<file path="config.mk">
export PLATFORM = sky130hd
export DESIGN_NAME = pkt_fifo_ep
export DESIGN_NICKNAME = d
export VERILOG_FILES = /design/src/rtl/pkt_fifo_pkg.sv /design/src/rtl/pkt_fifo_store.sv /design/src/rtl/pkt_fifo_status.sv /design/src/rtl/pkt_fifo_irq.sv /design/src/rtl/pkt_fifo_ep.sv
export SDC_FILE = /design/constraint.sdc
export NUM_CORES = 1
export LEC_CHECK = 0
export BUFFER_PORTS_ARGS = -buffer_cell sky130_fd_sc_hd__buf_2
export CORE_MARGIN = 2
export CORE_UTILIZATION = 40
export DETAILED_ROUTE_END_ITERATION = 7
export SETUP_SLACK_MARGIN = 0.05
export SLEW_MARGIN = 5
export SYNTH_ARGS = -nofsm -noshare
export SYNTH_HDL_FRONTEND = slang
export SYNTH_HIERARCHICAL = 1
export SYNTH_SLANG_ARGS = --single-unit
</file>
<file path="constraint.sdc">
create_clock -name clk_i -period 3.3 [get_ports clk_i]
set_input_delay 0.825 -clock clk_i [delete_from_list [all_inputs] [get_ports clk_i]]
set_output_delay 0.825 -clock clk_i [all_outputs]
set_load 0.01 [all_outputs]
</file>
<file path="src/rtl/pkt_fifo_pkg.sv">
package pkt_fifo_pkg;
  localparam int ISR_W     = 32;
  localparam int ISR_LO    = 4;
  localparam int ISR_EOT   = 2;
  localparam int ISR_EOF   = 0;
  localparam int N_COND    = 5;
  localparam logic [ISR_W-1:0] ISR_WMASK = 32'h0000_01F5;

  // live status word, bit 0 first from the right
  typedef struct packed {
    logic udf;
    logic ovf;
    logic lo;
    logic hi;
    logic err;
    logic full;
    logic empty;
  } fsr_t;

  // order sets interrupt bit positions: lo at ISR_LO upward to full
  typedef struct packed {
    logic full;
    logic empty;
    logic err;
    logic hi;
    logic lo;
  } cond_t;
endpackage

</file>
<file path="src/rtl/pkt_fifo_store.sv">
module pkt_fifo_store #(
  parameter int DEPTH = 32,
  parameter int DW    = 8,
  localparam int AW   = $clog2(DEPTH),
  localparam int PW   = AW + 1
) (
  input  logic          clk_i,
  input  logic          rst_ni,
  input  logic          wr_en_i,
  input  logic [DW-1:0] wr_data_i,
  input  logic          commit_i,
  input  logic          discard_i,
  input  logic          rd_en_i,
  input  logic          retry_i,
  input  logic          ack_i,
  output logic [DW-1:0] rd_data_o,
  output logic [PW-1:0] level_o,
  output logic          full_o,
  output logic          ovf_o,
  output logic          udf_o
);
  localparam logic [PW-1:0] DEPTH_P = PW'(DEPTH);

  logic [DW-1:0] mem_q [DEPTH];
  logic [PW-1:0] wp_q, wm_q, rp_q, rm_q;
  logic [PW-1:0] wp_nxt, rp_nxt, used;
  logic          wr_go, rd_go, has_data;

  assign used     = wp_q - rm_q;
  assign full_o   = (used == DEPTH_P);
  assign has_data = (rp_q != wm_q);
  assign wr_go    = wr_en_i & ~discard_i & ~full_o;
  assign rd_go    = rd_en_i & ~retry_i & has_data;
  assign ovf_o    = wr_en_i & ~discard_i & full_o;
  assign udf_o    = rd_en_i & ~retry_i & ~has_data;
  assign wp_nxt   = wp_q + PW'(wr_go);
  assign rp_nxt   = rp_q + PW'(rd_go);
  assign level_o  = wp_q - rp_q;

  always_ff @(posedge clk_i) begin
    if (wr_go) mem_q[wp_q[AW-1:0]] <= wr_data_i;
  end
  assign rd_data_o = mem_q[rp_q[AW-1:0]];

  // write side: discard beats write and commit
  always_ff @(posedge clk_i or negedge rst_ni) begin
    if (!rst_ni) begin
      wp_q <= '0;
      wm_q <= '0;
    end else if (discard_i) begin
      wp_q <= wm_q;
    end else begin
      wp_q <= wp_nxt;
      if (commit_i) wm_q <= wp_nxt;
    end
  end

  // read side: retry beats read and ack
  always_ff @(posedge clk_i or negedge rst_ni) begin
    if (!rst_ni) begin
      rp_q <= '0;
      rm_q <= '0;
    end else if (retry_i) begin
      rp_q <= rm_q;
    end else begin
      rp_q <= rp_nxt;
      if (ack_i) rm_q <= rp_nxt;
    end
  end

  AST_NO_OVERFLOW: assert property (@(posedge clk_i) disable iff (!rst_ni)
    used <= DEPTH_P) else $error("used space above depth");
  AST_DISCARD_RESTORE: assert property (@(posedge clk_i) disable iff (!rst_ni)
    discard_i |=> (wp_q == $past(wm_q))) else $error("discard did not restore");
  AST_RETRY_REWIND: assert property (@(posedge clk_i) disable iff (!rst_ni)
    retry_i |=> (rp_q == $past(rm_q))) else $error("retry did not rewind");
  AST_RD_WITHIN_COMMIT: assert property (@(posedge clk_i) disable iff (!rst_ni)
    PW'(rp_q - rm_q) <= PW'(wm_q - rm_q)) else $error("read past commit");
  AST_COMMIT_WITHIN_WR: assert property (@(posedge clk_i) disable iff (!rst_ni)
    PW'(wm_q - rm_q) <= used) else $error("commit past write");
endmodule

</file>
<file path="src/rtl/pkt_fifo_status.sv">
module pkt_fifo_status
  import pkt_fifo_pkg::*;
#(
  parameter int PW = 6
) (
  input  logic          clk_i,
  input  logic          rst_ni,
  input  logic [PW-1:0] level_i,
  input  logic          full_i,
  input  logic          ovf_i,
  input  logic          udf_i,
  input  logic          clr_i,
  input  logic [PW-1:0] hi_thr_i,
  input  logic [PW-1:0] lo_thr_i,
  output fsr_t          fsr_o,
  output cond_t         cond_o
);
  logic ovf_q, udf_q;

  // new error wins over clear
  always_ff @(posedge clk_i or negedge rst_ni) begin
    if (!rst_ni) begin
      ovf_q <= 1'b0;
      udf_q <= 1'b0;
    end else begin
      ovf_q <= ovf_i | (ovf_q & ~clr_i);
      udf_q <= udf_i | (udf_q & ~clr_i);
    end
  end

  always_comb begin
    fsr_o.empty = (level_i == '0);
    fsr_o.full  = full_i;
    fsr_o.err   = ovf_q | udf_q;
    fsr_o.hi    = (level_i > hi_thr_i);
    fsr_o.lo    = (level_i < lo_thr_i);
    fsr_o.ovf   = ovf_q;
    fsr_o.udf   = udf_q;
    cond_o.full  = fsr_o.full;
    cond_o.empty = fsr_o.empty;
    cond_o.err   = fsr_o.err;
    cond_o.hi    = fsr_o.hi;
    cond_o.lo    = fsr_o.lo;
  end

  AST_ERR_HOLD: assert property (@(posedge clk_i) disable iff (!rst_ni)
    (fsr_o.err && !clr_i) |=> fsr_o.err) else $error("error flag dropped");
  AST_ERR_SET: assert property (@(posedge clk_i) disable iff (!rst_ni)
    (ovf_i || udf_i) |=> fsr_o.err) else $error("error not latched");
endmodule

</file>
<file path="src/rtl/pkt_fifo_irq.sv">
module pkt_fifo_irq
  import pkt_fifo_pkg::*;
(
  input  logic             clk_i,
  input  logic             rst_ni,
  input  cond_t            cond_i,
  input  logic             eof_i,
  input  logic             eot_i,
  input  logic             isr_wr_i,
  input  logic [ISR_W-1:0] isr_wdata_i,
  input  logic             imr_wr_i,
  input  logic [ISR_W-1:0] imr_wdata_i,
  output logic [ISR_W-1:0] isr_o,
  output logic             irq_o
);
  logic [ISR_W-1:0]  isr_q, imr_q, clr_v, set_v;
  logic [N_COND-1:0] prev_q, cond_v, edge_v;

  assign cond_v = cond_i;

  for (genvar i = 0; i < N_COND; i++) begin : g_edge
    assign edge_v[i] = cond_v[i] & ~prev_q[i];
    AST_EDGE_LATCH: assert property (@(posedge clk_i) disable iff (!rst_ni)
      (cond_v[i] && !prev_q[i]) |=> isr_q[ISR_LO+i]) else $error("edge lost");
  end

  assign set_v = {23'b0, edge_v, 1'b0, eot_i, 1'b0, eof_i};
  assign clr_v = isr_wr_i ? (isr_wdata_i & ISR_WMASK) : '0;

  // prev resets high so only post-reset rises latch
  always_ff @(posedge clk_i or negedge rst_ni) begin
    if (!rst_ni) begin
      isr_q  <= '0;
      imr_q  <= '0;
      prev_q <= '1;
    end else begin
      isr_q  <= (isr_q & ~clr_v) | set_v;
      prev_q <= cond_v;
      if (imr_wr_i) imr_q <= imr_wdata_i & ISR_WMASK;
    end
  end

  assign isr_o = isr_q;
  assign irq_o = |(isr_q & imr_q);

  AST_EVENT_WINS: assert property (@(posedge clk_i) disable iff (!rst_ni)
    eof_i |=> isr_q[ISR_EOF]) else $error("event lost to write");
  AST_EOT_LATCH: assert property (@(posedge clk_i) disable iff (!rst_ni)
    eot_i |=> isr_q[ISR_EOT]) else $error("eot not latched");
  AST_ISR_STICKY: assert property (@(posedge clk_i) disable iff (!rst_ni)
    !isr_wr_i |=> ((isr_q & $past(isr_q)) == $past(isr_q))) else $error("bit lost");
endmodule

</file>
<file path="src/rtl/pkt_fifo_ep.sv">
module pkt_fifo_ep
  import pkt_fifo_pkg::*;
#(
  parameter int DEPTH = 32,
  parameter int DW    = 8,
  localparam int PW   = $clog2(DEPTH) + 1
) (
  input  logic             clk_i,
  input  logic             rst_ni,
  input  logic             wr_en_i,
  input  logic [DW-1:0]    wr_data_i,
  input  logic             pkt_commit_i,
  input  logic             pkt_discard_i,
  input  logic             rd_en_i,
  output logic [DW-1:0]    rd_data_o,
  input  logic             rd_retry_i,
  input  logic             rd_ack_i,
  input  logic [PW-1:0]    hi_thr_i,
  input  logic [PW-1:0]    lo_thr_i,
  input  logic             fsr_clr_i,
  output logic [6:0]       fsr_o,
  output logic [PW-1:0]    level_o,
  input  logic             eof_i,
  input  logic             eot_i,
  input  logic             isr_wr_i,
  input  logic [ISR_W-1:0] isr_wdata_i,
  output logic [ISR_W-1:0] isr_o,
  input  logic             imr_wr_i,
  input  logic [ISR_W-1:0] imr_wdata_i,
  output logic             irq_o
);
  logic  full, ovf, udf;
  fsr_t  fsr;
  cond_t cond;

  pkt_fifo_store #(.DEPTH(DEPTH), .DW(DW)) u_store (
    .clk_i, .rst_ni,
    .wr_en_i, .wr_data_i,
    .commit_i (pkt_commit_i),
    .discard_i(pkt_discard_i),
    .rd_en_i,
    .retry_i  (rd_retry_i),
    .ack_i    (rd_ack_i),
    .rd_data_o,
    .level_o,
    .full_o   (full),
    .ovf_o    (ovf),
    .udf_o    (udf)
  );

  pkt_fifo_status #(.PW(PW)) u_status (
    .clk_i, .rst_ni,
    .level_i (level_o),
    .full_i  (full),
    .ovf_i   (ovf),
    .udf_i   (udf),
    .clr_i   (fsr_clr_i),
    .hi_thr_i, .lo_thr_i,
    .fsr_o   (fsr),
    .cond_o  (cond)
  );

  pkt_fifo_irq u_irq (
    .clk_i, .rst_ni,
    .cond_i (cond),
    .eof_i, .eot_i,
    .isr_wr_i, .isr_wdata_i,
    .imr_wr_i, .imr_wdata_i,
    .isr_o, .irq_o
  );

  assign fsr_o = fsr;
endmodule

</file>
==> results of run 1 <==
==> synthesized netlist by cell type, drive strengths merged, types with 3 or more instances <==
| library cell | n | share of area [%] |
|---|---|---|
| and3 | 3 | 0.14 |
| nand2 | 52 | 1.5 |
| nand2b | 8 | 0.38 |
| nand3 | 39 | 1.5 |
| o21ai | 5 | 0.19 |
| nor2 | 19 | 0.54 |
| clkbuf | 18 | 0.51 |
| and2 | 4 | 0.19 |
| nor3b | 3 | 0.17 |
| a22oi | 18 | 1.0 |
| xor2 | 9 | 0.60 |
| a211oi | 5 | 0.29 |
| xnor2 | 10 | 0.67 |
| inv | 32 | 0.92 |
| nor3 | 8 | 0.34 |
| buf | 53 | 3.0 |
| a21oi | 57 | 2.2 |
| dfrtp | 40 | 7.6 |
| a21o | 5 | 0.29 |
| mux2i | 64 | 4.9 |
| a22o | 13 | 0.87 |
| edfxtp | 256 | 59 |
| mux2 | 25 | 2.3 |
| ha | 25 | 2.4 |
| a221oi | 8 | 0.53 |
| dfstp | 5 | 1.0 |
| mux4 | 32 | 5.5 |
==> logic make-up (layout without fill, tap and decap cells) <==
group / Yosys count / in the layout
xor gates and xnor gates: 19 / 19
other: 1 / 26
DFF: 301 / 301
buffers and inverters: 103 / 236
and+or+nand+nor: 150 / 150
muxes: 121 / 121
adders and majority gates: 26 / 26
AOI/OAI and AO/OA: 122 / 122
==> power groups by stage <==
stage                     logic [mW]  clock network, mW  registers [mW]
after floorplan                 3.40                  0            4.62
after global placement          5.08                  0            4.64
after detailed placement        5.11                  0            4.65
after CTS                       5.61               3.52            4.57
after global routing            6.99               3.67            4.61
final                           6.54               3.45            4.58
==> registers in the layout, summed over array words and instances (netlist names) <==
register / count
u_store/mem_q: 256
u_irq/imr_q: 7
u_irq/isr_o: 7
u_store/rm_q: 6
u_store/rp_q: 6
u_store/wm_q: 6
u_store/wp_q: 6
u_irq/prev_q: 5
u_status/ovf_q: 1
u_status/udf_q: 1
==> final cells by class <==
cell class | instances | area (um^2)
Multi-Input combinational cell | 463 | 4140
Timing Repair Buffer | 149 | 1170
Clock inverter | 17 | 204
Sequential cell | 301 | 8830
Antenna cell | 1 | 2.50
Inverter | 32 | 123
Clock buffer | 38 | 802
Tap cell | 442 | 553
Fill cell | 2765 | 16600
==> through the flow <==
step	hold slack, ns	TNS, ns	setup WS [ns]	util (%)
4_1_cts	0.313	-4.94	-0.659	47.6
3_3_place_gp	0.473	-0.178	-0.138	43.7
3_5_place_dp	0.486	-0.234	-0.103	43.7
6_report	0.303	-4.49	-0.574	48.8
2_1_floorplan	0.464	-0.134	-0.0903	-
5_1_grt	0.336	-5.64	-0.696	48.8
==> repair_timing <==
action,4_1_cts,5_1_grt
pin swaps,13,16
endpoints found under the setup margin,13,191
hold buffers,0,0
buffers inserted,8,9
gates resized for setup,29,56
cloned,2,3
==> metal layers <==
metal	share of wire, %	GRT usage (%)
met5	0	0
met4	2.1	4.60
met3	5.0	2.95
met2	50	28.9
met1	43	22.0
==> worst max path at each step <==
stage,start,end,cells after the start
after global routing,u_store/rp_q[0]$_DFF_PN0_,fsr_o[3],10
after global placement,u_store/rp_q[0]$_DFF_PN0_,fsr_o[3],10
after floorplan,u_store/rp_q[1]$_DFF_PN0_,fsr_o[3],12
after detailed placement,u_store/rp_q[0]$_DFF_PN0_,fsr_o[3],10
after CTS,u_store/rp_q[0]$_DFF_PN0_,fsr_o[3],10
final,u_store/wp_q[1]$_DFF_PN0_,fsr_o[4],11
==> flow_metrics.tcl, run 1 <==
set metrics [dict create \
    final_common_cell "edfxtp_1" \
    start_util_pct 40.4 \
    finalSetupViolCount 12 \
    muxShareOfSynthArea_pct 12.7 \
    port_buffers 75 \
    async_reset_ff_share_pct 15.0 \
    p_per_area_nw_per_um2 921 \
    firstDrtPassIters 6 \
    place_hpwl_um 18000 \
    finalPower_mw 14.6 \
    place.gp.congestion 0.777 \
    p_sw_share_pct 34.2 \
    grt_max_degree 42 \
    p_comb_share_pct 44.9 \
    clk_latency_ns 0.58 \
    drt_iter0_markers 642 \
    worst_pin_slew_ns 1.08 \
    max_stage_delay_ns 0.44 \
    antenna_found_initial 1 \
    synth-adder-area-share_pct 2.54 \
    cp_top_family "compound AO/OA/AOI/OAI gates" \
    synth-compound-area-share_pct 6.25 \
    route.detailed.drc 0 \
    htree_levels 1 \
    status "finished, violations left" \
    hp-class "in -> async" \
    cts_tree "done" \
    vias 7579 \
    fin_area_um2 15800 \
    syn_area_um2 13100 \
    r2r_cells 15 \
    setup_ws_ns -0.574 \
    p_clk_share_pct 23.7 \
    dieArea_um2 34300 \
    wirelength_um 29100 \
    cts_buffer_depth 3 \
    p_switching_mw 4.98 \
    fin_worst_skew_ns 0.0220 \
    violations "setup timing" \
    grt_pass1_vias 7533 \
    timing.rr.start "u_store/wp_q[1]$_DFF_PN0_" \
    ant_nets 0 \
    pin_count 151 \
    slew_headroom_pct 28.0 \
    dieWidth_um 185 \
    fin_cells 1443 \
    grt_pass1_wl_um 43300 \
    rsz0062_at_grt "true" \
    vias_per_cell 5.25 \
    min_period_ns 3.87 \
    arrival_ns 3.05 \
    slew_violations 0 \
    critical_path.endpoint_type "primary output" \
    path_class "reg -> out" \
    synth_top_family_by_area "multiplexers" \
    synth_cell_types 53 \
    cp_max_fo 3 \
    avgSynthCellArea_um2 15.6 \
    numCtsBuffers 31 \
    peakVddDrop_mv 0.678 \
    regToRegEndpoint "u_store/wp_q[4]$_DFF_PN0_" \
    power.leakage_nw 5.92 \
    crit_required_ns 2.47 \
    internal_power_mw 9.59 \
    overflow 0 \
    start_kind "flop" \
    wl_per_cell_um 20.2 \
    area_growth_pct 20.6 \
    drive_gt1_share_pct 31.5 \
    ys_ff_latch 301 \
    nNetsFinal 1101 \
    clk_pin_slew_worst_paths_ns 0.06 \
    cts-root-buf "clkbuf_16" \
    synth-edff-count 256 \
    dieHeight_um 185 \
    ys.flop_type "edfxtp_1" \
    seq_area_frac_synth_pct 67.2 \
    yosys.area_share.simple_pct 5.54 \
    fin_crit_sh_pct 117 \
    final_cell_mix "256 x edfxtp_1, 69 x buf_2, 64 x mux2i_1" \
    clock-sinks 301 \
    max_freq_ghz 0.258 \
    crit_buf_inv 2 \
    finalHoldViolCount 0 \
    cp_slowest_cell "dfrtp_2" \
    seqPwrFrac_pct 31.4 \
    place_area_um2 14200 \
    dp.cells 1369 \
    regToRegSetupSlack_ns 0.17 \
    synth_warnings 6 \
    max_cap_violations 0 \
    rows 66 \
    critical_path.cell_chain "ha_4, nor2b_1, o21ai_2, a21boi_2, nor4_1, a311o_1, buf_4, ha_1, nand3_1, o31a_1, buf_2" \
    syn_inst 843 \
    core_um2 32500 \
    synth_xor_area_share_pct 1.27 \
    gr-usage-all-layers_pct 16.8 \
]
(Power assumes the default switching activity.)
==> inputs of run 2 (changes only) <==
- RECOVER_POWER: unset -> 50
==> run 2 against run 1 <==
  * The flow finishes with violations (capacitance limit, slew limit, setup timing)
  * Sequential power hardly changed
  * Critical path depth unchanged
  * Clock power about the same
  * Global-route usage is the same
  * Combinational power about the same
  * Sequential share of layout area grew 0.15 points
  * Fmax about the same
==> flow_metrics.tcl, run 2 (synthesized netlist as in run 1, its figures left out) <==
set metrics [dict create \
    status "finished, violations left" \
    violations "capacitance limit, slew limit, setup timing" \
    grt.met2_usage_pct 28.9 \
    final_common_cell "edfxtp_1" \
    core_um2 32500 \
    fin_crit_sh_pct 117 \
    grt_max_degree 42 \
    place_hpwl_um 18000 \
    peakVddDrop_mv 0.679 \
    htree_levels 1 \
    worst_pin_slew_ns 1.67 \
    cp_max_fo 3 \
    max_freq_ghz 0.258 \
    regToRegSetupSlack_ns 0.17 \
    slew_headroom_pct -11.6 \
    antenna_found_initial 1 \
    rsz0062_at_grt "true" \
    dp_slack_ns -0.103 \
    port_buffers 75 \
    fin_area_um2 15800 \
    cts_tree "done" \
    cts_buffer_depth 3 \
    start_util_pct 40.4 \
    numCtsBuffers 31 \
    place_area_um2 14200 \
    finalHoldViolCount 0 \
    dieWidth_um 185 \
    clk_latency_ns 0.58 \
    cts-root-buf "clkbuf_16" \
    overflow 0 \
    arrival_ns 3.05 \
    finalPower_mw 14.6 \
    place.gp.congestion 0.777 \
    path_class "reg -> out" \
    vias_per_cell 5.24 \
    crit_required_ns 2.47 \
    power.leakage_nw 5.86 \
    finalSetupViolCount 12 \
    p_per_area_nw_per_um2 923 \
    firstDrtPassIters 5 \
    dp.cells 1369 \
    drt_iter0_markers 611 \
    rows 66 \
    final_cell_mix "256 x edfxtp_1, 64 x mux2i_1, 58 x buf_2" \
    pin_count 151 \
    cts-hold-fix-buffers 0 \
    wl_per_cell_um 20.1 \
    gr-usage-all-layers_pct 16.8 \
    holdPathStages 2 \
    start_kind "flop" \
    critical_path.endpoint_type "primary output" \
    grt_pass1_wl_um 43300 \
    largest_reg_flops 256 \
    drive_gt1_share_pct 29.6 \
    whs_ns 0.447 \
    nNetsFinal 1101 \
    r2r_cells 15 \
    clk_pin_slew_worst_paths_ns 0.06 \
    fin_cells 1443 \
    fin_worst_skew_ns 0.0224 \
    ant_nets 0 \
    max_cap_violations 2 \
    dieArea_um2 34300 \
    clock-sinks 301 \
    vias 7560 \
    busiest_layer "met2" \
    grt_pass1_vias 7533 \
    wirelength_um 29100 \
    area_growth_pct 20.3 \
    slew_violations 62 \
    fill_cells 2781 \
    setup_ws_ns -0.575 \
    grtUsageMet1_pct 22.0 \
    hp-class "in -> reg" \
    met3_usage_pct 2.95 \
    min_period_ns 3.87 \
    route.detailed.drc 0 \
    dieHeight_um 185 \
]
## run 2: final timing paths
path | from | to
min | eof_i | u_irq/isr_o[0]$_DFF_PN0_
max | u_store/wp_q[1]$_DFF_PN0_ | fsr_o[4]
min in group asynchronous | rst_ni | u_store/wm_q[0]$_DFFE_PN0P_
min reg2reg | u_irq/imr_q[8]$_DFFE_PN0P_ | u_irq/imr_q[8]$_DFFE_PN0P_
max in group asynchronous | rst_ni | u_irq/isr_o[8]$_DFF_PN0_
max reg2reg | u_store/wp_q[1]$_DFF_PN0_ | u_store/wp_q[4]$_DFF_PN0_
## run 2: through the flow
step	TNS [ns]	util (%)
global route	-5.64	48.6
detailed placement	-0.234	43.7
finish	-4.50	48.6
CTS	-4.94	47.6
floorplan	-0.134	-
global placement	-0.178	43.7
## run 2: where the power goes
group	total, mW	leakage, nW	internal, mW	switching (mW)
Combinational	6.53	2.53	3.13	3.41
Sequential	4.58	2.83	4.42	0.158
Clock	3.45	0.494	2.04	1.41
## run 2: worst max-delay path, stage by stage (launching register included)
cell and delay [ns]:
dfrtp_2 0.44, ha_4 0.27, nor2b_1 0.18, o21ai_2 0.09, a21boi_2 0.16, nor4_1 0.06
a311o_1 0.33, buf_4 0.15, ha_1 0.30, nand3_1 0.10, o31a_1 0.27, buf_2 0.15
## run 2: final cells by class
| class | instances | area (um^2) | share of cell area (%) |
|---|---|---|---|
| well taps | 442 | 553 | 3.50 |
| inverters | 32 | 123 | 0.777 |
| multi-input cells | 463 | 4120 | 26.1 |
| clock inverters | 17 | 204 | 1.29 |
| flip-flops and latches | 301 | 8830 | 55.9 |
| clock buffers | 38 | 802 | 5.08 |
| diodes | 1 | 2.50 | 0.0159 |
| repair buffers | 149 | 1150 | 7.28 |
## run 2: repair_timing
| action | 4_1_cts | 5_1_grt |
|---|---|---|
| gates cloned | 2 | 3 |
| setup buffers | 8 | 9 |
| resized for setup | 29 | 56 |
| pin swaps | 13 | 16 |
| endpoints found under the setup margin | 13 | 191 |
## run 2: routing by layer
layer  up-vias  wire (um)  share of wire (%)
li1       3449          -                  -
met1      3836      12500                 43
met2       219      14400                 50
met3        56       1530                5.2
met4         0        616                2.1
met5         -          0                  0
==> inputs of run 3 (changes only) <==
- ABC_AREA: unset -> 1
- PLACE_DENSITY: unset -> 0.69
==> run 3 against run 2 <==
  * The flow still finishes with violations (capacitance limit, slew limit, setup timing)
  * Non-clock buffer count increased by 38
  * Clock skew increased by 0.0031 ns
  * Die area grew 3.4%
  * Utilization up 1.9 points
  * Largest cell class unchanged
  * Sequential cell count stayed put
  * Setup slack better by 0.21 ns
  * Critical path type unchanged
  * Count of clock-buffer cells in the layout fell by 4
  * Routed wire length grew 26%
  * Cell count rose by 33%
==> flow_metrics.tcl, run 3 <==
set metrics [dict create \
    synth_top_family_by_area "simple AND/OR/NAND/NOR gates" \
    hold_path_startpoint "fsr_clr_i" \
    synth_top_area_share_pct 56.6 \
    final_common_cell "edfxtp_1" \
    place_hpwl_um 19300 \
    firstDrtPassIters 6 \
    holdPathStages 2 \
    whs_ns 0.450 \
    avgSynthCellArea_um2 10.5 \
    port_buffers 75 \
    route.detailed.drc 0 \
    synth-adder-area-share_pct 2.45 \
    wl_per_cell_um 19.1 \
    ys_top_cells_by_area "edfxtp_1 57%, dfrtp_1 7.4%, nor2_1 6.8%" \
    htree_levels 1 \
    wirelength_um 36700 \
    synth_warnings 6 \
    syn_area_um2 13600 \
    cp_max_fo 4 \
    slew_violations 263 \
    peakVddDrop_mv 0.570 \
    clk_pin_slew_worst_paths_ns 0.06 \
    antenna_found_initial 0 \
    fill_cells 2818 \
    max_stage_delay_ns 0.39 \
    numCtsBuffers 31 \
    hold_end "u_status/udf_q$_DFF_PN0_" \
    crit_required_ns 2.47 \
    p_per_area_nw_per_um2 861 \
    critical_path.endpoint_type "primary output" \
    hp-class "in -> reg" \
    timing.rr.start "u_store/wp_q[3]$_DFF_PN0_" \
    ys.flop_type "edfxtp_1" \
    dieWidth_um 188 \
    synth_top_area_cell "edfxtp_1" \
    vias_per_cell 5.32 \
    violations "capacitance limit, slew limit, setup timing" \
    vias 10200 \
    rsz0062_at_grt "true" \
    pin_count 151 \
    syn_inst 1297 \
    synthTopCellsByCount "256 x edfxtp_1, 246 x nor2_1, 243 x nand2_1, 116 x o21ai_0, 91 x nand3_1" \
    status "finished, violations left" \
    rows 67 \
    worst_pin_slew_ns 1.69 \
    path_class "reg -> out" \
    arrival_ns 2.84 \
    regArea_um2 8820 \
    cts-hold-fix-buffers 0 \
    min_period_ns 3.67 \
    max_freq_ghz 0.273 \
    grt_pass1_vias 9486 \
    regToRegSetupSlack_ns 0.40 \
    drt_iter0_markers 1103 \
    core_um2 33400 \
    drive_gt1_share_pct 23.1 \
    critical_path.cell_chain "inv_2, ha_4, a21oi_2, o21ai_2, nand2_1, nand2_2, a21o_1, nand2_2, nand2_4, buf_4, ha_4, a21oi_2, nand2_1, a21oi_2, buf_2" \
    synth_cell_types 33 \
    area_growth_pct 24.5 \
    cts-root-buf "clkbuf_16" \
    muxShareOfSynthArea_pct 0 \
    start_kind "flop" \
    fin_worst_skew_ns 0.0255 \
    synth-compound-area-share_pct 7.14 \
    power.leakage_nw 6.58 \
    fin_cells 1923 \
    clock-sinks 301 \
    final_cell_mix "256 x edfxtp_1, 222 x nand2_1, 221 x nor2_1" \
    overflow 0 \
    cts_tree "done" \
    finalHoldViolCount 0 \
    fin_crit_sh_pct 111 \
    finalSetupViolCount 11 \
    crit_top_cell "a21oi_2" \
    yosys.area_share.simple_pct 17.6 \
    largest_reg_flops 256 \
    ant_nets 0 \
    dieHeight_um 188 \
    regToRegEndpoint "u_store/wm_q[4]$_DFFE_PN0P_" \
    setup_ws_ns -0.368 \
    gr-usage-all-layers_pct 19.8 \
    seq_area_frac_synth_pct 65.0 \
    grt_pass1_wl_um 54000 \
    multiInputGateArea_um2 4380 \
    synth-edff-count 256 \
    ys_ff_latch 301 \
    r2r_cells 17 \
    diodes 0 \
    async_reset_ff_share_pct 15.0 \
    place.gp.congestion 0.840 \
    dp.cells 1814 \
    cts_buffer_depth 3 \
    synth_most_common_cell "edfxtp_1" \
    grt_max_degree 82 \
    max_cap_violations 8 \
    slew_headroom_pct -12.5 \
    start_util_pct 40.6 \
    synth_xor_area_share_pct 1.16 \
    clk_latency_ns 0.59 \
    cp_slowest_cell "dfrtp_1" \
    dieArea_um2 35400 \
    nNetsFinal 1573 \
]
-- run 3: cell count changes after synthesis, moves of 46 or more --
cell,change
nor2_1,+227
inv_1,+46
nand2_1,+191
o21ai_0,+111
mux2i_1,-64
nand3_1,+52
-- run 3: routing by layer --
metal / share of wire [%] / GRT usage, %
met5: 0 / 0
met4: 3.7 / 7.09
met3: 10 / 3.17
met2: 46 / 32.6
met1: 40 / 26.7
-- run 3: worst max-delay path, delay by kind of cell, from the launching register on --
kind	cells	cell delay, ns
compound gates	5	0.70
simple gates	5	0.37
buf+inv	3	0.38
flops	1	0.39
fa+ha+maj	2	0.43
-- run 3: layout make-up --
class | instances | share of cell area, %
tap | 448 | 3.32
clock buffer | 34 | 4.66
timing repair buffer | 187 | 10.4
clock inverter | 24 | 1.53
sequential | 301 | 52.2
multi-input combinational | 846 | 25.9
inverter | 83 | 1.95
-- run 3: worst max-delay path by stage --
stage	slack, ns	depth (start not counted)	startpoint	to
finish	-0.37	15	u_store/rp_q[2]$_DFF_PN0_	fsr_o[4]
global route	-0.50	17	u_store/rp_q[2]$_DFF_PN0_	fsr_o[3]
CTS	-0.29	12	u_store/rp_q[0]$_DFF_PN0_	fsr_o[3]
detailed placement	0.08	10	u_store/rp_q[0]$_DFF_PN0_	fsr_o[4]
global placement	0.12	12	u_store/rp_q[0]$_DFF_PN0_	fsr_o[3]
floorplan	0.05	20	u_store/rp_q[2]$_DFF_PN0_	fsr_o[3]
-- run 3: where the power goes --
| part | leakage, nW | total [mW] | switching [mW] | internal, mW |
|---|---|---|---|---|
| clock network | 0.521 | 3.60 | 1.48 | 2.12 |
| registers | 2.86 | 4.50 | 0.123 | 4.38 |
| logic | 3.20 | 6.45 | 3.80 | 2.65 |
| total | 6.58 | 14.5 | 5.40 | 9.14 |
-- run 3: kinds of logic (layout without fill, tap and decap cells) --
family,Yosys count,count (layout)
AND/OR/NAND/NOR,596,596
flip-flops,301,301
AO/OA/AOI/OAI,181,181
buffers and inverters,174,328
adder cells (fa/ha/maj),26,26
XOR/XNOR,18,18
other,1,25
-- run 3: per-stage QoR --
stage	instance area [um^2]	TNS, ns	worst slack, ns	power, mW	utilization, %
floorplan	13700	0	0.0487	7.69	-
global placement	14500	0	0.125	8.96	43.5
detailed placement	14500	0	0.0795	9.05	43.5
CTS	16500	-1.50	-0.295	13.8	49.3
global route	16900	-4.26	-0.496	15.3	50.5
finish	16900	-3.36	-0.368	14.5	50.5
-- run 3: timing repair --
action / in CTS / in global routing
gates cloned: 14 / 3
resized for setup: 96 / 95
pin swaps: 49 / 70
setup endpoints to repair: 13 / 13
buffers inserted: 21 / 15
endpoints found under the hold margin: 0 / 0
